File: config.mk
export PLATFORM = sky130hd
export DESIGN_NAME = chg_accum_top
export DESIGN_NICKNAME = d
export VERILOG_FILES = /design/src/rtl/chg_pkg.sv /design/src/rtl/chg_prescaler.sv /design/src/rtl/chg_acc_reg.sv /design/src/rtl/chg_sat_flag.sv /design/src/rtl/chg_accum_top.sv
export SDC_FILE = /design/constraint.sdc
export NUM_CORES = 1
export LEC_CHECK = 0
export CAP_MARGIN = 20
export CORE_UTILIZATION = 55
export DETAILED_ROUTE_END_ITERATION = 12
export GPL_ROUTABILITY_DRIVEN = 0
export GPL_TIMING_DRIVEN = 0
export PLACE_DENSITY = 0.91
export SETUP_SLACK_MARGIN = 0.05
export SYNTH_ARGS = -nofsm -noshare
export SYNTH_HDL_FRONTEND = slang
export SYNTH_SLANG_ARGS = --single-unit
File: constraint.sdc
create_clock -name clk -period 7.25 [get_ports clk]
set_input_delay 1.45 -clock clk [delete_from_list [all_inputs] [get_ports clk]]
set_output_delay 1.45 -clock clk [all_outputs]
set_load 0.005 [all_outputs]
File: src/rtl/chg_pkg.sv
package chg_pkg;

    localparam int unsigned CHG_ACC_W = 16;
    localparam int unsigned CHG_EXP_W = 3;

    // one-cycle step request leaving the prescaler
    typedef struct packed {
        logic inc;
        logic dec;
    } step_t;

    // which source updates the count in a cycle
    typedef enum logic [2:0] {
        SRC_KEEP = 3'd0,
        SRC_HOST = 3'd1,
        SRC_FULL = 3'd2,
        SRC_INC  = 3'd3,
        SRC_DEC  = 3'd4
    } acc_src_e;

    // priority: host load, then charge-complete force, then a step
    function automatic acc_src_e pick_src(input logic wr, input logic full, input step_t st);
        acc_src_e s;
        if (wr)          s = SRC_HOST;
        else if (full)   s = SRC_FULL;
        else if (st.inc) s = SRC_INC;
        else if (st.dec) s = SRC_DEC;
        else             s = SRC_KEEP;
        return s;
    endfunction

endpackage

File: src/rtl/chg_prescaler.sv
module chg_prescaler
    import chg_pkg::*;
#(
    parameter int unsigned EXP_W = CHG_EXP_W
) (
    input  logic             clk,
    input  logic             rst,
    input  logic             pulse_up,
    input  logic             pulse_dn,
    input  logic [EXP_W-1:0] scale_exp,
    input  logic             flush,
    output step_t            step
);
    localparam int unsigned RES_W = 1 << EXP_W;
    localparam logic [RES_W-1:0] ONE = RES_W'(1);

    logic [EXP_W-1:0]        exp_q;
    logic signed [RES_W-1:0] residue, res_d;
    logic [RES_W-1:0]        lim_now, lim_old;
    logic signed [RES_W-1:0] lim_s, lim_old_s;
    logic                    exp_changed;

    assign exp_changed = (scale_exp != exp_q);
    assign lim_now     = (ONE << scale_exp) - ONE;
    assign lim_old     = (ONE << exp_q) - ONE;
    assign lim_s       = $signed(lim_now);
    assign lim_old_s   = $signed(lim_old);

    always_comb begin
        res_d = residue;
        step  = '0;
        if (flush || exp_changed) begin
            res_d = '0;
        end else if (pulse_up && !pulse_dn) begin
            if (residue == lim_s) begin
                res_d    = '0;
                step.inc = 1'b1;
            end else begin
                res_d = residue + $signed(ONE);
            end
        end else if (pulse_dn && !pulse_up) begin
            if (residue == -lim_s) begin
                res_d    = '0;
                step.dec = 1'b1;
            end else begin
                res_d = residue - $signed(ONE);
            end
        end
    end

    always_ff @(posedge clk) begin
        if (rst) begin
            residue <= '0;
            exp_q   <= scale_exp;
        end else begin
            residue <= res_d;
            exp_q   <= scale_exp;
        end
    end

    AST_RES_RANGE: assert property (@(posedge clk) disable iff (rst)
        (residue <= lim_old_s) && (residue >= -lim_old_s));

    AST_CANCEL_HOLD: assert property (@(posedge clk) disable iff (rst)
        (pulse_up && pulse_dn && !flush && !exp_changed) |=> $stable(residue));

    AST_EXP_CLEAR: assert property (@(posedge clk) disable iff (rst)
        exp_changed |=> (residue == '0));

    AST_FLUSH_CLEAR: assert property (@(posedge clk) disable iff (rst)
        flush |=> (residue == '0));

    AST_STEP_EXCL: assert property (@(posedge clk) disable iff (rst)
        !(step.inc && step.dec));

endmodule

File: src/rtl/chg_acc_reg.sv
module chg_acc_reg
    import chg_pkg::*;
#(
    parameter int unsigned ACC_W = CHG_ACC_W
) (
    input  logic             clk,
    input  logic             rst,
    input  logic             wr_en,
    input  logic [ACC_W-1:0] wr_data,
    input  logic             force_full,
    input  step_t            step,
    output logic [ACC_W-1:0] value,
    output logic             sat_hit
);
    localparam logic [ACC_W-1:0] ACC_MAX = {ACC_W{1'b1}};
    localparam logic [ACC_W-1:0] ACC_MIN = '0;
    localparam logic [ACC_W-1:0] ACC_MID = {1'b0, {(ACC_W-1){1'b1}}};
    localparam logic [ACC_W-1:0] ACC_ONE = ACC_W'(1);

    acc_src_e         src;
    logic [ACC_W-1:0] value_d;

    assign src = pick_src(wr_en, force_full, step);

    always_comb begin
        value_d = value;
        sat_hit = 1'b0;
        unique case (src)
            SRC_HOST: value_d = wr_data;
            SRC_FULL: value_d = ACC_MAX;
            SRC_INC: begin
                if (value == ACC_MAX) sat_hit = 1'b1;
                else                  value_d = value + ACC_ONE;
            end
            SRC_DEC: begin
                if (value == ACC_MIN) sat_hit = 1'b1;
                else                  value_d = value - ACC_ONE;
            end
            default: value_d = value;
        endcase
    end

    always_ff @(posedge clk) begin
        if (rst) value <= ACC_MID;
        else     value <= value_d;
    end

    AST_MID_AFTER_RESET: assert property (@(posedge clk) disable iff (rst)
        $fell(rst) |-> (value == ACC_MID));

    AST_NO_WRAP_TOP: assert property (@(posedge clk) disable iff (rst)
        (value == ACC_MAX && !wr_en) |=> (value != ACC_MIN));

    AST_NO_WRAP_BOT: assert property (@(posedge clk) disable iff (rst)
        (value == ACC_MIN && !wr_en && !force_full) |=> (value != ACC_MAX));

    AST_CC_FULL: assert property (@(posedge clk) disable iff (rst)
        (force_full && !wr_en) |=> (value == ACC_MAX));

    AST_HOST_LOAD: assert property (@(posedge clk) disable iff (rst)
        wr_en |=> (value == $past(wr_data)));

    AST_ONE_STEP: assert property (@(posedge clk) disable iff (rst)
        (!wr_en && !force_full && (step.inc || step.dec) && !sat_hit)
        |=> (value != $past(value)));

endmodule

File: src/rtl/chg_sat_flag.sv
module chg_sat_flag (
    input  logic clk,
    input  logic rst,
    input  logic hit,
    input  logic clr,
    output logic evt
);
    always_ff @(posedge clk) begin
        if (rst)      evt <= 1'b0;
        else if (hit) evt <= 1'b1;
        else if (clr) evt <= 1'b0;
    end

    AST_EVT_SET: assert property (@(posedge clk) disable iff (rst)
        hit |=> evt);

    AST_EVT_STICKY: assert property (@(posedge clk) disable iff (rst)
        (evt && !clr) |=> evt);

    AST_EVT_CLEAR: assert property (@(posedge clk) disable iff (rst)
        (clr && !hit) |=> !evt);

endmodule

File: src/rtl/chg_accum_top.sv
module chg_accum_top
    import chg_pkg::*;
#(
    parameter int unsigned ACC_W = CHG_ACC_W,
    parameter int unsigned EXP_W = CHG_EXP_W
) (
    input  logic             clk,
    input  logic             rst,
    input  logic             chg_up,
    input  logic             chg_dn,
    input  logic [EXP_W-1:0] scale_exp,
    input  logic             cc_mode_en,
    input  logic             cc_in,
    input  logic             shutdown,
    input  logic             host_wr,
    input  logic [ACC_W-1:0] host_data,
    input  logic             evt_clr,
    output logic [ACC_W-1:0] acc_value,
    output logic             sat_evt
);
    logic  force_full;
    logic  flush;
    logic  sat_hit;
    step_t step;

    assign force_full = cc_mode_en && cc_in;
    assign flush      = shutdown || force_full;

    chg_prescaler #(.EXP_W(EXP_W)) u_pre (
        .clk       (clk),
        .rst       (rst),
        .pulse_up  (chg_up),
        .pulse_dn  (chg_dn),
        .scale_exp (scale_exp),
        .flush     (flush),
        .step      (step)
    );

    chg_acc_reg #(.ACC_W(ACC_W)) u_acc (
        .clk        (clk),
        .rst        (rst),
        .wr_en      (host_wr),
        .wr_data    (host_data),
        .force_full (force_full),
        .step       (step),
        .value      (acc_value),
        .sat_hit    (sat_hit)
    );

    chg_sat_flag u_flag (
        .clk (clk),
        .rst (rst),
        .hit (sat_hit),
        .clr (evt_clr),
        .evt (sat_evt)
    );

    AST_SHUTDOWN_HOLD: assert property (@(posedge clk) disable iff (rst)
        (shutdown && !host_wr && !force_full) |=> $stable(acc_value));

    AST_SHUTDOWN_NO_EVT: assert property (@(posedge clk) disable iff (rst)
        (shutdown && !sat_evt) |=> !sat_evt);

endmodule

==> flow_summary.json, run 1 <==
{
  "status": "finished clean",
  "vias": 3139,
  "final_net_count": 475,
  "cts_root_buf": "clkbuf_8",
  "cpPeakStageDelay_ns": 0.49,
  "synth_cell_types": 75,
  "initial_utilization": 0.5695,
  "grt_start_max_net_pins": 18,
  "dr.pass1.iters": 9,
  "antenna_found_initial": 0,
  "area_delta_synth_final_pct": 20.65,
  "hpwl_mm": 5.917,
  "dpl.cell_count": 491,
  "cts_tree": "done",
  "critPathTopFamily": "compound AO/OA/AOI/OAI gates",
  "drc": 0,
  "cp.arrival_ns": 6.95,
  "fmax_mhz": 147.9,
  "powerDensity_nw_per_um2": 121.2,
  "clk_pin_slew_ns": 0.11,
  "skew_ns": 0.008654,
  "async_flop_share": 0,
  "layout-drive-gt1-share": 0.08000,
  "synth.area.top_cells": "dfxtp_1 (19%), ha_1 (8.7%), nor2_1 (4.8%)",
  "die_w_um": 74.49,
  "stdcell_count": 495,
  "synthCells": 377,
  "p_clk_frac": 0.241,
  "synth.avg_cell_area_um2": 7.667,
  "min_period_ns": 6.761,
  "rows": 26,
  "hold_class": "reg -> reg",
  "slew_viol_final": 0,
  "cts_buffers": 3,
  "routed_wl_mm": 7.951,
  "rsz0062_at_grt": "no",
  "clk_latency_ns": 0.28,
  "core_area_um2": 5075,
  "yosys.area.top_type": "dfxtp_1",
  "ys_ff_latch": 28,
  "setup_viol": 0,
  "grt_overflow": 0,
  "ys_warn_count": 0,
  "worstPathCellList": "clkdlybuf4s50_1 > buf_6 > buf_2 > nor2_1 > nand2_1 > ha_1 > buf_2 > a311o_1 > o31a_1 > nor4_4 > and3_4 > ha_1 > a2111oi_0 > o21ai_0 > a41oi_1 > o31ai_1 > o41ai_1 > xnor2_1 > a211oi_2 > nor3_2",
  "die_area_um2": 5549,
  "grt_util_all_layers": 0.2949,
  "grt_pass1_wl_mm": 12.84,
  "cp-start-kind": "primary input",
  "grt_pass1_vias": 2838,
  "detail_route.wl_per_cell_um": 16.06,
  "n_antenna_cell": 0,
  "synthFlopType": "dfxtp_1",
  "cellLeakagePower_uw": 0.001364,
  "ys_seq_area_frac": 0.1939,
  "h-tree-depth": 1,
  "syn-num-nets": 426,
  "syn-cell-area_um2": 2890,
  "fin_area_um2": 3487,
  "comb_power_share": 0.347,
  "dieHeight_um": 74.49,
  "seq_power_share": 0.412,
  "synth_edf_count": 0,
  "worstSetupPathType": "in -> reg",
  "synth_top_area_frac": 0.1939,
  "critPathCaptureType": "flip-flop",
  "ant_nets": 0,
  "period_share": 0.9326,
  "swShare": 0.3279,
  "vias_per_cell": 6.341,
  "drt_iter0_drc": 329,
  "peakVddDrop_uv": 81.27,
  "power_switching_uw": 138.6,
  "maxSlewHeadroom": 0.5809,
  "placed_area_um2": 3418,
  "ioPinCount": 45,
  "n_fill_cell": 438,
  "path_buf_inv": 4,
  "cts_num_sinks": 28,
  "hold_viol": 0,
  "p_int_uw": 284.0,
  "cp_max_fo": 17,
  "clk_path_buf_depth": 2,
  "critPathSlowestCell": "clkdlybuf4s50_1",
  "portBuffers": 44,
  "postLayoutCoreUtil": 0.6871,
  "worstPathRequired_ns": 7.44,
  "worst_slew_pin_slew_ns": 0.6128,
  "maxCapViolCount": 0
}
==> cell families (layout without fill, tap and decap cells) <==
family | count (synthesis) | in the layout | synth area share
AND/OR/NAND/NOR | 159 | 159 | 0.3013
AO/OA/AOI/OAI | 110 | 110 | 0.2727
buffers and inverters | 35 | 83 | 0.06234
flip-flops | 28 | 28 | 0.1939
XOR/XNOR | 23 | 23 | 0.07230
adder cells (fa/ha/maj) | 21 | 21 | 0.09351
multiplexers | 1 | 1 | 0.003896
==> worst register-to-register path: stages, from the launching register on <==
cell       delay, ns
dfxtp_1         0.31
clkbuf_1        0.21
or2_2           0.36
o32ai_1         0.33
and4_4          0.33
and3_4          0.34
ha_1            0.34
a2111oi_0       0.42
o21ai_0         0.21
a41oi_1         0.42
o31ai_1         0.18
o41ai_1         0.45
xnor2_1         0.18
a211oi_2        0.27
nor3_2          0.07
==> final timing paths <==
kind | from | cells past startpoint | end | slack [ns]
worst max-delay path | scale_exp[2] | 20 | u_acc.value[15] | 0.49
worst max register to register | u_pre.residue[5] | 14 | u_acc.value[15] | 2.73
worst min-delay path | u_flag.evt | 2 | u_flag.evt | 0.49
worst min register to register | u_flag.evt | 2 | u_flag.evt | 0.49
==> state kept, by name, indices dropped and copies added, names as in the netlist <==
signal         flops
u_pre.residue      8
u_flag.evt         1
u_acc.value       16
u_pre.exp_q        3
==> metal layers <==
layer	wire [µm]	part of all wire	track usage	up-vias
met5	0	0	0	-
met4	94	0.012	0.08805	0
met3	582	0.073	0.03930	12
met2	3791	0.48	0.4875	145
met1	3484	0.44	0.3998	1455
li1	-	-	-	1527
==> cell usage after synthesis, types with 3 or more instances <==
master     n
nor3_1    14
xnor2_1   15
xor2_1     7
o21ai_1    3
nand2_1   31
and3_1     6
or3_1      4
nor2_1    37
nand2b_1   9
o21ai_0   22
clkbuf_1   8
nor4_1     8
o211ai_1   6
o31ai_1    6
a211oi_1   5
buf_2      6
a21o_1     4
a21oi_1   17
nand4_1    7
buf_6      5
nand3_1   15
nor2b_1    6
o22ai_1    7
dfxtp_1   28
ha_1      20
o211a_1    3
o311ai_1   8
inv_1     13
==> per-stage QoR <==
stage          TNS (ns)  hold WS (ns)  setup WS [ns]  total power, µW
5_1_grt               0        0.5252         0.1918            442.7
3_3_place_gp   -0.06137        0.4589       -0.06137            314.7
2_1_floorplan         0        0.4597          1.262            268.4
4_1_cts               0        0.4978         0.3017            418.8
6_report              0        0.4932         0.4887            422.6
3_5_place_dp    -0.2487        0.4818        -0.2487            319.5
==> final cells by class <==
class,count,area [µm²],share of cell area
repair buffers,44,440.4,0.1263
inverters,14,52.55,0.01507
multi-input cells,314,2163,0.6204
clock buffers,4,55.05,0.01579
plain buffers,21,127.6,0.03660
flip-flops and latches,28,560.5,0.1607
well taps,70,87.58,0.02512
==> power by group through the flow <==
| stage | registers [µW] | clock network, µW | logic [µW] |
|---|---|---|---|
| floorplan | 174 | 0 | 94.3 |
| global placement | 176 | 0 | 139 |
| detailed placement | 177 | 0 | 143 |
| CTS | 173 | 102 | 144 |
| global route | 175 | 107 | 160 |
| finish | 174 | 102 | 147 |
==> what timing repair did <==
action                                  in CTS  in global routing
hold endpoints to repair                     0                  0
endpoints found under the setup margin       1                  1
hold buffers                                 0                  0
gates resized for setup                      1                  2
buffers inserted                             0                  0
==> cells in the final DEF (no fill, tap or decap), drive strengths merged, types with 14 or more instances in the layout <==
| cell | Yosys | layout |
|---|---|---|
| a21oi | 18 | 18 |
| clkdlybuf4s50 | 0 | 44 |
| dfxtp | 28 | 28 |
| ha | 20 | 20 |
| inv | 14 | 14 |
| nand2 | 31 | 31 |
| nand3 | 15 | 15 |
| nor2 | 37 | 37 |
| nor3 | 15 | 15 |
| o21ai | 25 | 25 |
| xnor2 | 16 | 16 |
No activity file was read; power rests on OpenSTA's default activity.
==> run 2, diff against run 1 <==
--- a/config.mk
+++ b/config.mk
@@ -11,7 +11,7 @@
 export GPL_ROUTABILITY_DRIVEN = 0
 export GPL_TIMING_DRIVEN = 0
 export PLACE_DENSITY = 0.91
-export SETUP_SLACK_MARGIN = 0.05
 export SYNTH_ARGS = -nofsm -noshare
 export SYNTH_HDL_FRONTEND = slang
 export SYNTH_SLANG_ARGS = --single-unit
+export TNS_END_PERCENT = 30
==> flow_summary.json, run 2 (synthesis results as in run 1) <==
{
  "dieHeight_um": 74.49,
  "met2_usage": 0.4875,
  "critPathCaptureType": "flip-flop",
  "powerDensity_nw_per_um2": 121.2,
  "worst_slew_pin_slew_ns": 0.6238,
  "drc": 0,
  "maxSlewHeadroom": 0.5734,
  "cp.arrival_ns": 7.08,
  "worstSetupPathType": "in -> reg",
  "top_register": "u_acc.value",
  "die_w_um": 74.49,
  "detail_route.wl_per_cell_um": 15.82,
  "hold_depth": 2,
  "core_area_um2": 5075,
  "power_uw": 421.6,
  "antenna_found_initial": 0,
  "layout_commonest_cell": "clkdlybuf4s50_1",
  "hold_path_end": "u_flag.evt",
  "reg_top3": "u_acc.value x16, u_pre.residue x8, u_pre.exp_q x3",
  "cts_tree": "done",
  "hold_class": "reg -> reg",
  "dr.pass1.iters": 6,
  "fmax_mhz": 145.1,
  "grt_start_max_net_pins": 18,
  "grt_pass1_vias": 2838,
  "seq_area_um2": 560.5,
  "min_period_ns": 6.891,
  "clk_path_buf_depth": 2,
  "cellLeakagePower_uw": 0.001362,
  "grt_pass1_wl_mm": 12.84,
  "n_antenna_cell": 0,
  "tns_ns": 0,
  "r2r_start": "u_pre.residue[5]",
  "cts_root_buf": "clkbuf_8",
  "grt_overflow": 0,
  "layout-drive-gt1-share": 0.08000,
  "ioPinCount": 45,
  "grt_util_all_layers": 0.2949,
  "cp-start-kind": "primary input",
  "status": "finished clean",
  "hold_viol": 0,
  "min-delay-start": "u_flag.evt",
  "ant_nets": 0,
  "fin_area_um2": 3478,
  "use_met3": 0.03930,
  "maxCapViolCount": 0,
  "area_delta_synth_final_pct": 20.35,
  "grt.busiest_layer": "met2",
  "die_area_um2": 5549,
  "slew_viol_final": 0,
  "cts_buffers": 3,
  "clk_pin_slew_ns": 0.11,
  "setup_viol": 0,
  "multiInputGateArea_um2": 2155,
  "ff2ff_setup_slack_ns": 2.73,
  "met1_usage": 0.3998,
  "rr_worst_depth": 14,
  "clk_latency_ns": 0.29,
  "vias": 3134,
  "n_fill_cell": 436,
  "rows": 26,
  "h-tree-depth": 1,
  "portBuffers": 44,
  "routed_wl_mm": 7.830,
  "final_net_count": 475,
  "drt_iter0_drc": 295,
  "cts_num_sinks": 28,
  "initial_utilization": 0.5695,
  "placed_area_um2": 3418,
  "skew_ns": 0.01382,
  "period_share": 0.9505,
  "largest_reg_flops": 16,
  "hpwl_mm": 5.917,
  "rsz0062_at_grt": "no",
  "worstPathRequired_ns": 7.44,
  "cp_max_fo": 17,
  "r2r-end": "u_acc.value[15]",
  "peakVddDrop_uv": 80.39,
  "final_cell_mix": "clkdlybuf4s50_1 (44), nor2_1 (37), nand2_1 (31)",
  "vias_per_cell": 6.331
}
-- run 2: layout make-up --
type                            count  share of cell area
Multi-Input combinational cell    314              0.6194
Sequential cell                    28              0.1612
Timing Repair Buffer               44              0.1266
Buffer                             21             0.03669
Tap cell                           70             0.02518
Clock buffer                        4             0.01583
Inverter                           14             0.01511
-- run 2: worst max path at each step --
| stage | start | to | slack (ns) | depth (start not counted) |
|---|---|---|---|---|
| 3_5_place_dp | scale_exp[2] | u_acc.value[15] | -0.25 | 20 |
| 2_1_floorplan | scale_exp[0] | u_acc.value[15] | 1.26 | 17 |
| 3_3_place_gp | scale_exp[2] | u_acc.value[15] | -0.06 | 20 |
| 5_1_grt | scale_exp[2] | u_acc.value[15] | 0.04 | 20 |
| 4_1_cts | scale_exp[2] | u_acc.value[15] | 0.05 | 20 |
| 6_report | scale_exp[2] | u_acc.value[15] | 0.36 | 20 |
-- run 2: repair_timing --
action                                  4_1_cts  5_1_grt
gates resized for setup                       0        2
buffers inserted                              0        0
endpoints found under the setup margin        0        1
hold buffers                                  0        0
-- run 2: critical path, cell delays in order --
cell and delay (ns):
clkdlybuf4s50_1 0.49, buf_6 0.18, buf_2 0.17, nor2_1 0.14, nand2_1 0.10, ha_1 0.26, buf_2 0.21, a311o_1 0.37
o31a_1 0.33, nor4_2 0.40, and3_4 0.45, ha_1 0.33, a2111oi_0 0.42, o21ai_0 0.21, a41oi_1 0.42, o31ai_1 0.18
o41ai_1 0.44, xnor2_1 0.18, a211oi_2 0.27, nor3_2 0.07
-- run 2: where the power goes --
part / internal (µW) / leakage, µW / switching, µW / total, µW
logic: 73.1 / 0.00110 / 72.4 / 146
clock network: 48.8 / 0.0000288 / 53.6 / 102
registers: 162 / 0.000231 / 11.9 / 174
-- run 2: per-stage QoR --
step,util,worst slack [ns],instances,hold slack [ns]
2_1_floorplan,-,1.262,377,0.4597
3_3_place_gp,0.6736,-0.06137,491,0.4589
3_5_place_dp,0.6736,-0.2487,491,0.4818
4_1_cts,0.6844,0.04895,495,0.4978
5_1_grt,0.6854,0.04310,495,0.5252
6_report,0.6854,0.3590,495,0.4942
-- run 2: metal layers --
metal  vias up  part of all wire
li1       1524                 -
met1      1459              0.44
met2       140              0.48
met3        11             0.075
met4         0            0.0096
met5         -                 0
==> run 3, diff against run 2 <==
--- a/config.mk
+++ b/config.mk
@@ -5,12 +5,14 @@
 export SDC_FILE = /design/constraint.sdc
 export NUM_CORES = 1
 export LEC_CHECK = 0
+export ABC_CLOCK_PERIOD_IN_PS = 7250
 export CAP_MARGIN = 20
 export CORE_UTILIZATION = 55
 export DETAILED_ROUTE_END_ITERATION = 12
 export GPL_ROUTABILITY_DRIVEN = 0
 export GPL_TIMING_DRIVEN = 0
 export PLACE_DENSITY = 0.91
+export SLEW_MARGIN = 20
 export SYNTH_ARGS = -nofsm -noshare
 export SYNTH_HDL_FRONTEND = slang
 export SYNTH_SLANG_ARGS = --single-unit
==> results of run 3 <==
No change in the layout: final DEF, timing and power equal those of run 2.
